==> src/rtl/pcs_pkg.sv <==
package pcs_pkg;
  typedef enum logic [2:0] {
    OP_HOLD = 3'd0,
    OP_STEP = 3'd1,
    OP_PCLW = 3'd2,
    OP_JUMP = 3'd3,
    OP_CALL = 3'd4,
    OP_RET  = 3'd5,
    OP_IRQ  = 3'd6
  } pc_op_e;
endpackage

==> src/rtl/pcs_opsel.sv <==
module pcs_opsel (
  input  logic             step_i,
  input  logic             jump_i,
  input  logic             call_i,
  input  logic             pcl_wr_i,
  input  logic             ret_i,
  input  logic             irq_i,
  output pcs_pkg::pc_op_e  op_o
);
  import pcs_pkg::*;

  // fixed service order: vectoring first, plain stepping last
  always_comb begin
    if (irq_i)         op_o = OP_IRQ;
    else if (ret_i)    op_o = OP_RET;
    else if (call_i)   op_o = OP_CALL;
    else if (jump_i)   op_o = OP_JUMP;
    else if (pcl_wr_i) op_o = OP_PCLW;
    else if (step_i)   op_o = OP_STEP;
    else               op_o = OP_HOLD;
  end
endmodule

==> src/rtl/pcs_ret_stack.sv <==
module pcs_ret_stack #(
  parameter int W     = 13,
  parameter int DEPTH = 8
) (
  input  logic         clk,
  input  logic         rst_n,
  input  logic         push_i,
  input  logic         pop_i,
  input  logic [W-1:0] push_val_i,
  output logic [W-1:0] top_o
);
  localparam int PTR_W = (DEPTH > 1) ? $clog2(DEPTH) : 1;
  localparam logic [PTR_W-1:0] PTR_LAST = PTR_W'(DEPTH - 1);

  logic [PTR_W-1:0] ptr_q;
  logic [W-1:0]     slot_q [DEPTH];

  function automatic logic [PTR_W-1:0] ptr_fwd(input logic [PTR_W-1:0] p);
    return (p == PTR_LAST) ? '0 : p + 1'b1;
  endfunction

  function automatic logic [PTR_W-1:0] ptr_back(input logic [PTR_W-1:0] p);
    return (p == '0) ? PTR_LAST : p - 1'b1;
  endfunction

  // pointer marks the next free slot; it wraps instead of saturating
  always_ff @(posedge clk or negedge rst_n) begin
    if (!rst_n)      ptr_q <= '0;
    else if (push_i) ptr_q <= ptr_fwd(ptr_q);
    else if (pop_i)  ptr_q <= ptr_back(ptr_q);
  end

  for (genvar g = 0; g < DEPTH; g++) begin : g_slot
    logic wr_en;
    assign wr_en = push_i && (ptr_q == PTR_W'(g));
    always_ff @(posedge clk or negedge rst_n) begin
      if (!rst_n)     slot_q[g] <= '0;
      else if (wr_en) slot_q[g] <= push_val_i;
    end
  end

  assign top_o = slot_q[ptr_back(ptr_q)];
endmodule

==> src/rtl/pc_return_unit.sv <==
module pc_return_unit #(
  parameter int PC_W      = 13,
  parameter int TGT_W     = 11,
  parameter int LAT_W     = 5,
  parameter int LO_W      = 8,
  parameter int IMPL_W    = 10,
  parameter int STK_DEPTH = 8,
  parameter int VEC_RST   = 0,
  parameter int VEC_IRQ   = 4
) (
  input  logic              clk,
  input  logic              rst_n,
  input  logic              step_i,
  input  logic              jump_i,
  input  logic              call_i,
  input  logic [TGT_W-1:0]  tgt_i,
  input  logic              pcl_wr_i,
  input  logic [LO_W-1:0]   pcl_data_i,
  input  logic              ret_i,
  input  logic              irq_i,
  input  logic              latch_wr_i,
  input  logic [LAT_W-1:0]  latch_data_i,
  output logic [PC_W-1:0]   fetch_addr_o,
  output logic [LO_W-1:0]   pcl_o,
  output logic [LAT_W-1:0]  latch_o
);
  import pcs_pkg::*;

  localparam int JHI_W = PC_W - TGT_W;

  function automatic logic [PC_W-1:0] f_inc(input logic [PC_W-1:0] p);
    return p + 1'b1;
  endfunction

  function automatic logic [PC_W-1:0] f_jump(input logic [LAT_W-1:0] l,
                                             input logic [TGT_W-1:0] t);
    return {l[LAT_W-1 -: JHI_W], t};
  endfunction

  function automatic logic [PC_W-1:0] f_pclw(input logic [LAT_W-1:0] l,
                                             input logic [LO_W-1:0]  d);
    return PC_W'({l, d});
  endfunction

  function automatic logic [PC_W-1:0] f_fold(input logic [PC_W-1:0] p);
    return PC_W'(p[IMPL_W-1:0]);
  endfunction

  pc_op_e          op_sel;
  logic [PC_W-1:0] pc_q, pc_d;
  logic [LAT_W-1:0] latch_q;
  logic            push_ev, pop_ev;
  logic [PC_W-1:0] push_val, stk_top;

  pcs_opsel u_opsel (
    .step_i   (step_i),
    .jump_i   (jump_i),
    .call_i   (call_i),
    .pcl_wr_i (pcl_wr_i),
    .ret_i    (ret_i),
    .irq_i    (irq_i),
    .op_o     (op_sel)
  );

  assign push_ev  = (op_sel == OP_CALL) || (op_sel == OP_IRQ);
  assign pop_ev   = (op_sel == OP_RET);
  assign push_val = (op_sel == OP_CALL) ? f_inc(pc_q) : pc_q;

  pcs_ret_stack #(.W(PC_W), .DEPTH(STK_DEPTH)) u_stack (
    .clk        (clk),
    .rst_n      (rst_n),
    .push_i     (push_ev),
    .pop_i      (pop_ev),
    .push_val_i (push_val),
    .top_o      (stk_top)
  );

  always_comb begin
    unique case (op_sel)
      OP_IRQ:  pc_d = PC_W'(VEC_IRQ);
      OP_RET:  pc_d = stk_top;
      OP_CALL: pc_d = f_jump(latch_q, tgt_i);
      OP_JUMP: pc_d = f_jump(latch_q, tgt_i);
      OP_PCLW: pc_d = f_pclw(latch_q, pcl_data_i);
      OP_STEP: pc_d = f_inc(pc_q);
      default: pc_d = pc_q;
    endcase
  end

  always_ff @(posedge clk or negedge rst_n) begin
    if (!rst_n) pc_q <= PC_W'(VEC_RST);
    else        pc_q <= pc_d;
  end

  always_ff @(posedge clk or negedge rst_n) begin
    if (!rst_n)          latch_q <= '0;
    else if (latch_wr_i) latch_q <= latch_data_i;
  end

  assign fetch_addr_o = f_fold(pc_q);
  assign pcl_o        = pc_q[LO_W-1:0];
  assign latch_o      = latch_q;
endmodule

==> config.mk <==
export PLATFORM = sky130hd
export DESIGN_NAME = pc_return_unit
export DESIGN_NICKNAME = d
export VERILOG_FILES = /design/src/rtl/pcs_pkg.sv /design/src/rtl/pcs_opsel.sv /design/src/rtl/pcs_ret_stack.sv /design/src/rtl/pc_return_unit.sv
export SDC_FILE = /design/constraint.sdc
export NUM_CORES = 1
export LEC_CHECK = 0
export ABC_AREA = 1
export BUFFER_PORTS_ARGS = -buffer_cell sky130_fd_sc_hd__buf_2
export CAP_MARGIN = 25
export CORE_MARGIN = 2
export CORE_UTILIZATION = 52
export CTS_CLUSTER_DIAMETER = 50
export DETAILED_ROUTE_END_ITERATION = 16
export GPL_ROUTABILITY_DRIVEN = 1
export PLACE_DENSITY_LB_ADDON = 0.05
export SETUP_SLACK_MARGIN = 0.05
export SYNTH_ARGS = -nofsm -noshare
export SYNTH_HDL_FRONTEND = slang
export SYNTH_SLANG_ARGS = --single-unit
==> constraint.sdc <==
create_clock -name clk -period 2.17 [get_ports clk]
set_input_delay 0.434 -clock clk [delete_from_list [all_inputs] [get_ports clk]]
set_output_delay 0.434 -clock clk [all_outputs]
set_load 0.05 [all_outputs]
======== Yosys cells after proc, flatten, opt, wreduce, memory -nomap -nowiden ========
Cells that the tools add are included.
storage, ports and cells
  register bits after elaboration ......... 125
  output and inout port bits .............. 26
  logic and storage cells ................. 57
cells by class
  $add $sub $neg .......................... 3
  $lt $le $gt $ge ......................... 1
  equal/unequal tests ..................... 13
  muxes and demuxes ....................... 15
  bitwise logic cells ..................... 1
  reductions and logical operators ........ 13
operator list
  kind                     number
  $pmux W13 S5             1
  $bmux W13 S3             1
  $mux W13                 3
  $mux W3                  9
  $eq A3 B3 Y1 const B     7
  $add A13 B1 Y13 const B  1
  $eq A3 B2 Y1 const B     4
  $logic_and A1 B1 Y1      8
  $eq A3 B1 Y1 const B     2
  $reduce_bool A5 Y1       1
  $ge A4 B4 Y1 const B     1
  $not A3 Y4               1
  $add A3 B1 Y3 const B    1
  $logic_not A3 Y1         1
  $sub A3 B1 Y3 const B    1
  $reduce_bool A2 Y1       1
  $reduce_or A2 Y1         1
  $logic_or A1 B1 Y1       1
  $mux W1                  1

======== Logic depth before layout (Yosys ltp) ========
  depth in word-level cells ............... 9
  depth in mapped cells ................... 14
  depth with buffers taken out ............ 13

======== Modules after synthesis ========
A second synthesis with hierarchy kept.
second synthesis, totals
  cells, all modules ...................... 1011
  area, all modules ....................... 7189.4 um2
modules (own cells, without submodules)
  module          instances  cells each  area an instance (um2)
  pcs_ret_stack   1          731         5424.0
  pc_return_unit  1          268         1711.6
  pcs_opsel       1          12          53.8

======== Least setup slack after synthesis ========
Ideal clock, no wire load.
  kind .................................... register -> register
  start point ............................. reg pc_q[0]
  end point ............................... reg u_stack.slot_q[34] (netlist name)
  library setup time ...................... 0.136 ns
  arrival time ............................ 1.899 ns
  required time ........................... 2.034 ns
  slack ................................... 0.136 ns
  stages on the path, launching flop included .. 8
  path buffers ............................ 0
  cell sequence ........................... dfrtp_1 -> ha_1 -> nand3_1 -> nor2_1 -> nand3_1 -> xor2_1 -> o21ai_1 -> o21ai_0
between the ends
  longest elaborated chain between the ends .. 2
ends and longest elaborated chain
  what                           line                  text
  start, declared                pc_return_unit.sv:50  logic [PC_W-1:0] pc_q, pc_d;
  start signal, assigned         pc_return_unit.sv:91  if (!rst_n) pc_q <= PC_W'(VEC_RST);
  start signal, assigned         pc_return_unit.sv:92  else pc_q <= pc_d;
  $add A13 B1 Y13                pc_return_unit.sv:32  return p + 1'b1;
  $mux W13                       pc_return_unit.sv:67  assign push_val = (op_sel == OP_CALL) ? f_inc(pc_q) : pc_q;
  end signal, assigned by index  pcs_ret_stack.sv:38   else if (wr_en) slot_q[g] <= push_val_i;
  end, declared                  pcs_ret_stack.sv:16   logic [W-1:0] slot_q [DEPTH];
No other way between the ends.
A chain may end at the register's enable or synchronous reset.

======== Final worst setup path ========
  start point ............................. reg u_stack.ptr_q[1]
  end point ............................... reg pc_q[1]
between the ends
  longest elaborated chain between the ends .. 7
  elaborated cells on any way between the ends .. 8
ends and longest elaborated chain
  what                                                      line                  text
  start, declared                                           pcs_ret_stack.sv:15   logic [PTR_W-1:0] ptr_q;
  start signal, assigned                                    pcs_ret_stack.sv:29   else if (push_i) ptr_q <= ptr_fwd(ptr_q);
  start signal, assigned                                    pcs_ret_stack.sv:30   else if (pop_i) ptr_q <= ptr_back(ptr_q);
  $sub A3 B1 Y3 / $logic_not A3 Y1 (equally long branches)  pcs_ret_stack.sv:23   return (p == '0) ? PTR_LAST : p - 1'b1;
  $mux W3 *                                                 pcs_ret_stack.sv:23
  $not A3 Y4 (implied by the code) *                        pcs_ret_stack.sv:42   assign top_o = slot_q[ptr_back(ptr_q)];
  $bmux W13 S3 *                                            pcs_ret_stack.sv:42
  $mux W13 (implied by the code) * (2 in series)            pcs_ret_stack.sv:42
  $pmux W13 S5 *                                            pc_return_unit.sv:79  unique case (op_sel)
Mark *: on every way between the ends. The rest lies on a longest branch, timed or not. The select of a mux whose other input is x is not followed.

==> reports/metrics.json <==
{
  "global_routing": {
    "grt_remaining_overflow": 0,
    "wire_length_of_the_first_global_routing_pass_mm": 23.0,
    "grt_antenna_before_repair": 0,
    "gr-usage-all-layers": 0.273,
    "vias_in_the_first_global_route": 4467,
    "grt_max_degree": 48
  },
  "job": {
    "drv_cap": 0
  },
  "sta": {
    "worst_clock_skew_ns": 0.0144,
    "maxSlewViolCount": 0,
    "slew_headroom": 0.287,
    "setup-violations-final": 0,
    "fin_crit_ns": 1.91,
    "clock.fmax_ghz": 0.524,
    "final.setup.worst_slack_ns": 0.263,
    "worst_slew_pin_slew_ns": 1.06,
    "grt_setup_unrepaired": "no",
    "period_share": 0.879,
    "hold_violations": 0,
    "final_sum_of_negative_setup_slack_ns": 0
  },
  "synthesis": {
    "synth_area_mm2": 0.00515,
    "synth_edf_count": 0,
    "seq_area_frac_synth": 0.476,
    "synthFlopType": "sky130_fd_sc_hd__dfrtp_1",
    "synth_largest_area_cell": "sky130_fd_sc_hd__dfrtp_1",
    "async_reset_ff_frac": 1.00,
    "synthesis.area_per_instance_um2": 7.56,
    "synth.distinct_cells": 30,
    "postSynthRegisterBits": 98,
    "postSynthCellCount": 681,
    "netlist.area_leader.share": 0.476,
    "synth_warnings": 0,
    "netlist_top_cells_area": "sky130_fd_sc_hd__dfrtp_1 (48%), sky130_fd_sc_hd__nand2_1 (21%), sky130_fd_sc_hd__o21ai_0 (6.8%)"
  },
  "floorplanning": {
    "io-pin-count": 59,
    "die-height_um": 104,
    "die-width_um": 104,
    "coreArea_mm2": 0.00968,
    "initial_utilization": 0.532,
    "die_area_mm2": 0.0107,
    "fp-row-count": 36
  },
  "final_layout": {
    "share_of_layout_cells_above_drive_strength_1": 0.164,
    "diodes": 0,
    "flow.area_growth_from_synthesis_pct": 13.4,
    "fin_nets": 779,
    "final_common_cell": "sky130_fd_sc_hd__nand2_1",
    "layout_common_cells": "sky130_fd_sc_hd__nand2_1 (281), sky130_fd_sc_hd__dfrtp_1 (98), sky130_fd_sc_hd__o21ai_0 (70)"
  },
  "power_and_ir_drop": {
    "net_switching_power_of_the_design_mw": 4.45,
    "cellLeakagePower_nw": 3.00,
    "vdd.ir_drop.worst_mv": 0.796,
    "power.internal_mw": 4.71,
    "clock_power_share": 0.134,
    "netSwitchingFraction": 0.486,
    "p_per_area_mw_per_mm2": 1570,
    "seqPwrFrac": 0.332,
    "combPwrFrac": 0.534
  },
  "clocking": {
    "cts-buffers-inserted": 9,
    "cts-hold-fix-buffers": 0,
    "cts_tree": "done",
    "clk_path_buf_depth": 2,
    "clock_tree.htree_level_count": 3,
    "clk_pin_slew_worst_paths_ns": 0.10,
    "clock_tree.root_cell": "sky130_fd_sc_hd__clkbuf_8",
    "numClockSinks": 98,
    "clkLatencyLatePin_ns": 0.37
  },
  "critical_path": {
    "setup.worst_path.start_class": "flop",
    "critical_path_required_ns": 2.49,
    "worst-endpoint-arrival_ns": 2.23,
    "path_class": "reg -> reg",
    "worst_setup_path_startpoint": "u_stack.ptr_q[1]$_DFFE_PN0P_",
    "timing.critical_path.fanout_max": 16,
    "worstReg2RegStart": "u_stack.ptr_q[1]$_DFFE_PN0P_",
    "setup.reg_to_reg.worst_slack_ns": 0.26,
    "critical_path.endpoint_type": "flop"
  },
  "place": {
    "estimated_wirelength_of_the_detail_placed_design_mm": 9.34,
    "placement.setup.worst_slack_ns": 0.109,
    "placement.io_buffers": 54,
    "place.gp.congestion": 0.916
  },
  "routing": {
    "drt_first_pass_iters": 5,
    "avgViaCountPerCell": 5.32,
    "wire_per_inst_um": 15.5,
    "drt-initial-drc-count": 443,
    "drcViolationCount": 0,
    "routed-via-count": 4661,
    "drt-total-wl_mm": 13.6,
    "antenna_violating_nets_post_route": 0
  },
  "status": {
    "outcome": "completed"
  },
  "worst_hold_path": {
    "timing.hold.worst.class": "in -> async"
  }
}
## power by group through the flow
stage               clock [mW]  sequential (mW)  combinational (mW)
floorplan                    0             3.29                3.18
global placement             0             3.04                4.66
detailed placement           0             3.07                4.77
CTS                       1.25             3.04                4.79
global route              1.34             3.15                5.49
finish                    1.23             3.04                4.89
## sequential cells by signal, summed over array words and instances, names as in the netlist
register and count:
pc_q 10, latch_o 5, u_stack.slot_q 80, u_stack.ptr_q 3
## synthesized netlist by cell type (2+ instances only)
cell / n
sky130_fd_sc_hd__nand4_1: 6
sky130_fd_sc_hd__inv_2: 5
sky130_fd_sc_hd__o21ai_0: 70
sky130_fd_sc_hd__buf_4: 15
sky130_fd_sc_hd__buf_2: 17
sky130_fd_sc_hd__nor3_2: 2
sky130_fd_sc_hd__ha_1: 8
sky130_fd_sc_hd__o211ai_1: 4
sky130_fd_sc_hd__clkbuf_1: 4
sky130_fd_sc_hd__o21ai_1: 8
sky130_fd_sc_hd__inv_1: 38
sky130_fd_sc_hd__dfrtp_1: 98
sky130_fd_sc_hd__mux2_2: 3
sky130_fd_sc_hd__or2_2: 2
sky130_fd_sc_hd__nand3_1: 68
sky130_fd_sc_hd__nand3_2: 4
sky130_fd_sc_hd__nand2_1: 282
sky130_fd_sc_hd__a21oi_1: 9
sky130_fd_sc_hd__nor2_2: 3
sky130_fd_sc_hd__xor2_1: 6
sky130_fd_sc_hd__nand2_2: 2
sky130_fd_sc_hd__nor2_1: 19
## per-stage QoR
stage               power (mW)  area (um2)  hold slack [ns]   util  cells
finish                    9.16        5840           0.0284  0.603    876
global route              9.98        5840           0.0450  0.603    876
CTS                       9.08        5780           0.0345  0.597    873
detailed placement        7.84        5580            0.446  0.576    857
global placement          7.70        5580            0.438  0.576    857
floorplan                 6.47        5160            0.138      -    683
## area by class of cell
| cell class | count | area [um2] |
|---|---|---|
| clock buffers | 11 | 141 |
| clock inverters | 5 | 60.1 |
| fillers | 951 | 3850 |
| inverters | 43 | 170 |
| multi-input cells | 505 | 2330 |
| flip-flops and latches | 98 | 2450 |
| well taps | 133 | 166 |
| repair buffers | 81 | 513 |
## what timing repair did
action,4_1_cts,5_1_grt
gates resized for setup,0,8
endpoints found under the setup margin,0,18
buffers inserted,0,1
## critical path, stage by stage (launching register included)
cell and delay [ns]:
sky130_fd_sc_hd__dfrtp_1 0.43, sky130_fd_sc_hd__inv_2 0.10, sky130_fd_sc_hd__ha_2 0.20, sky130_fd_sc_hd__nand2_2 0.13, sky130_fd_sc_hd__nand2_2 0.13, sky130_fd_sc_hd__buf_4 0.23
sky130_fd_sc_hd__nand2_1 0.07, sky130_fd_sc_hd__nand3_1 0.08, sky130_fd_sc_hd__nand2_1 0.05, sky130_fd_sc_hd__a21oi_1 0.19, sky130_fd_sc_hd__nand2_1 0.13, sky130_fd_sc_hd__nand3_1 0.10
## final timing paths
| kind | endpoint | cells after the start |
|---|---|---|
| min reg2reg | u_stack.slot_q[79]$_DFFE_PN0P_ | 2 |
| min in group clk | latch_o[0]$_DFFE_PN0P_ | 3 |
| max in group asynchronous | u_stack.slot_q[70]$_DFFE_PN0P_ | 2 |
| min | u_stack.slot_q[40]$_DFFE_PN0P_ | 1 |
| max reg2reg | pc_q[1]$_DFFE_PN0P_ | 11 |
| max | pc_q[1]$_DFFE_PN0P_ | 11 |
## layer usage
metal  GRT usage  vias to the layer above  part of all wire
li1            -                     2287                 -
met1       0.382                     2211              0.44
met2       0.423                      139              0.46
met3      0.0560                       24             0.071
met4      0.0975                        0             0.024
met5           0                        -                 0
## cells by family (layout without fill, tap and decap cells)
family	Yosys count	after routing	share of synthesized area
xor+xnor	7	7	0.0119
compound gates	94	94	0.0953
simple gates	389	389	0.314
buf+inv	80	140	0.0736
fa+ha+maj	8	8	0.0194
mux	4	4	0.00851
flops	98	98	0.476
other cells	1	3	0.000728
(Power assumes the default switching activity.)
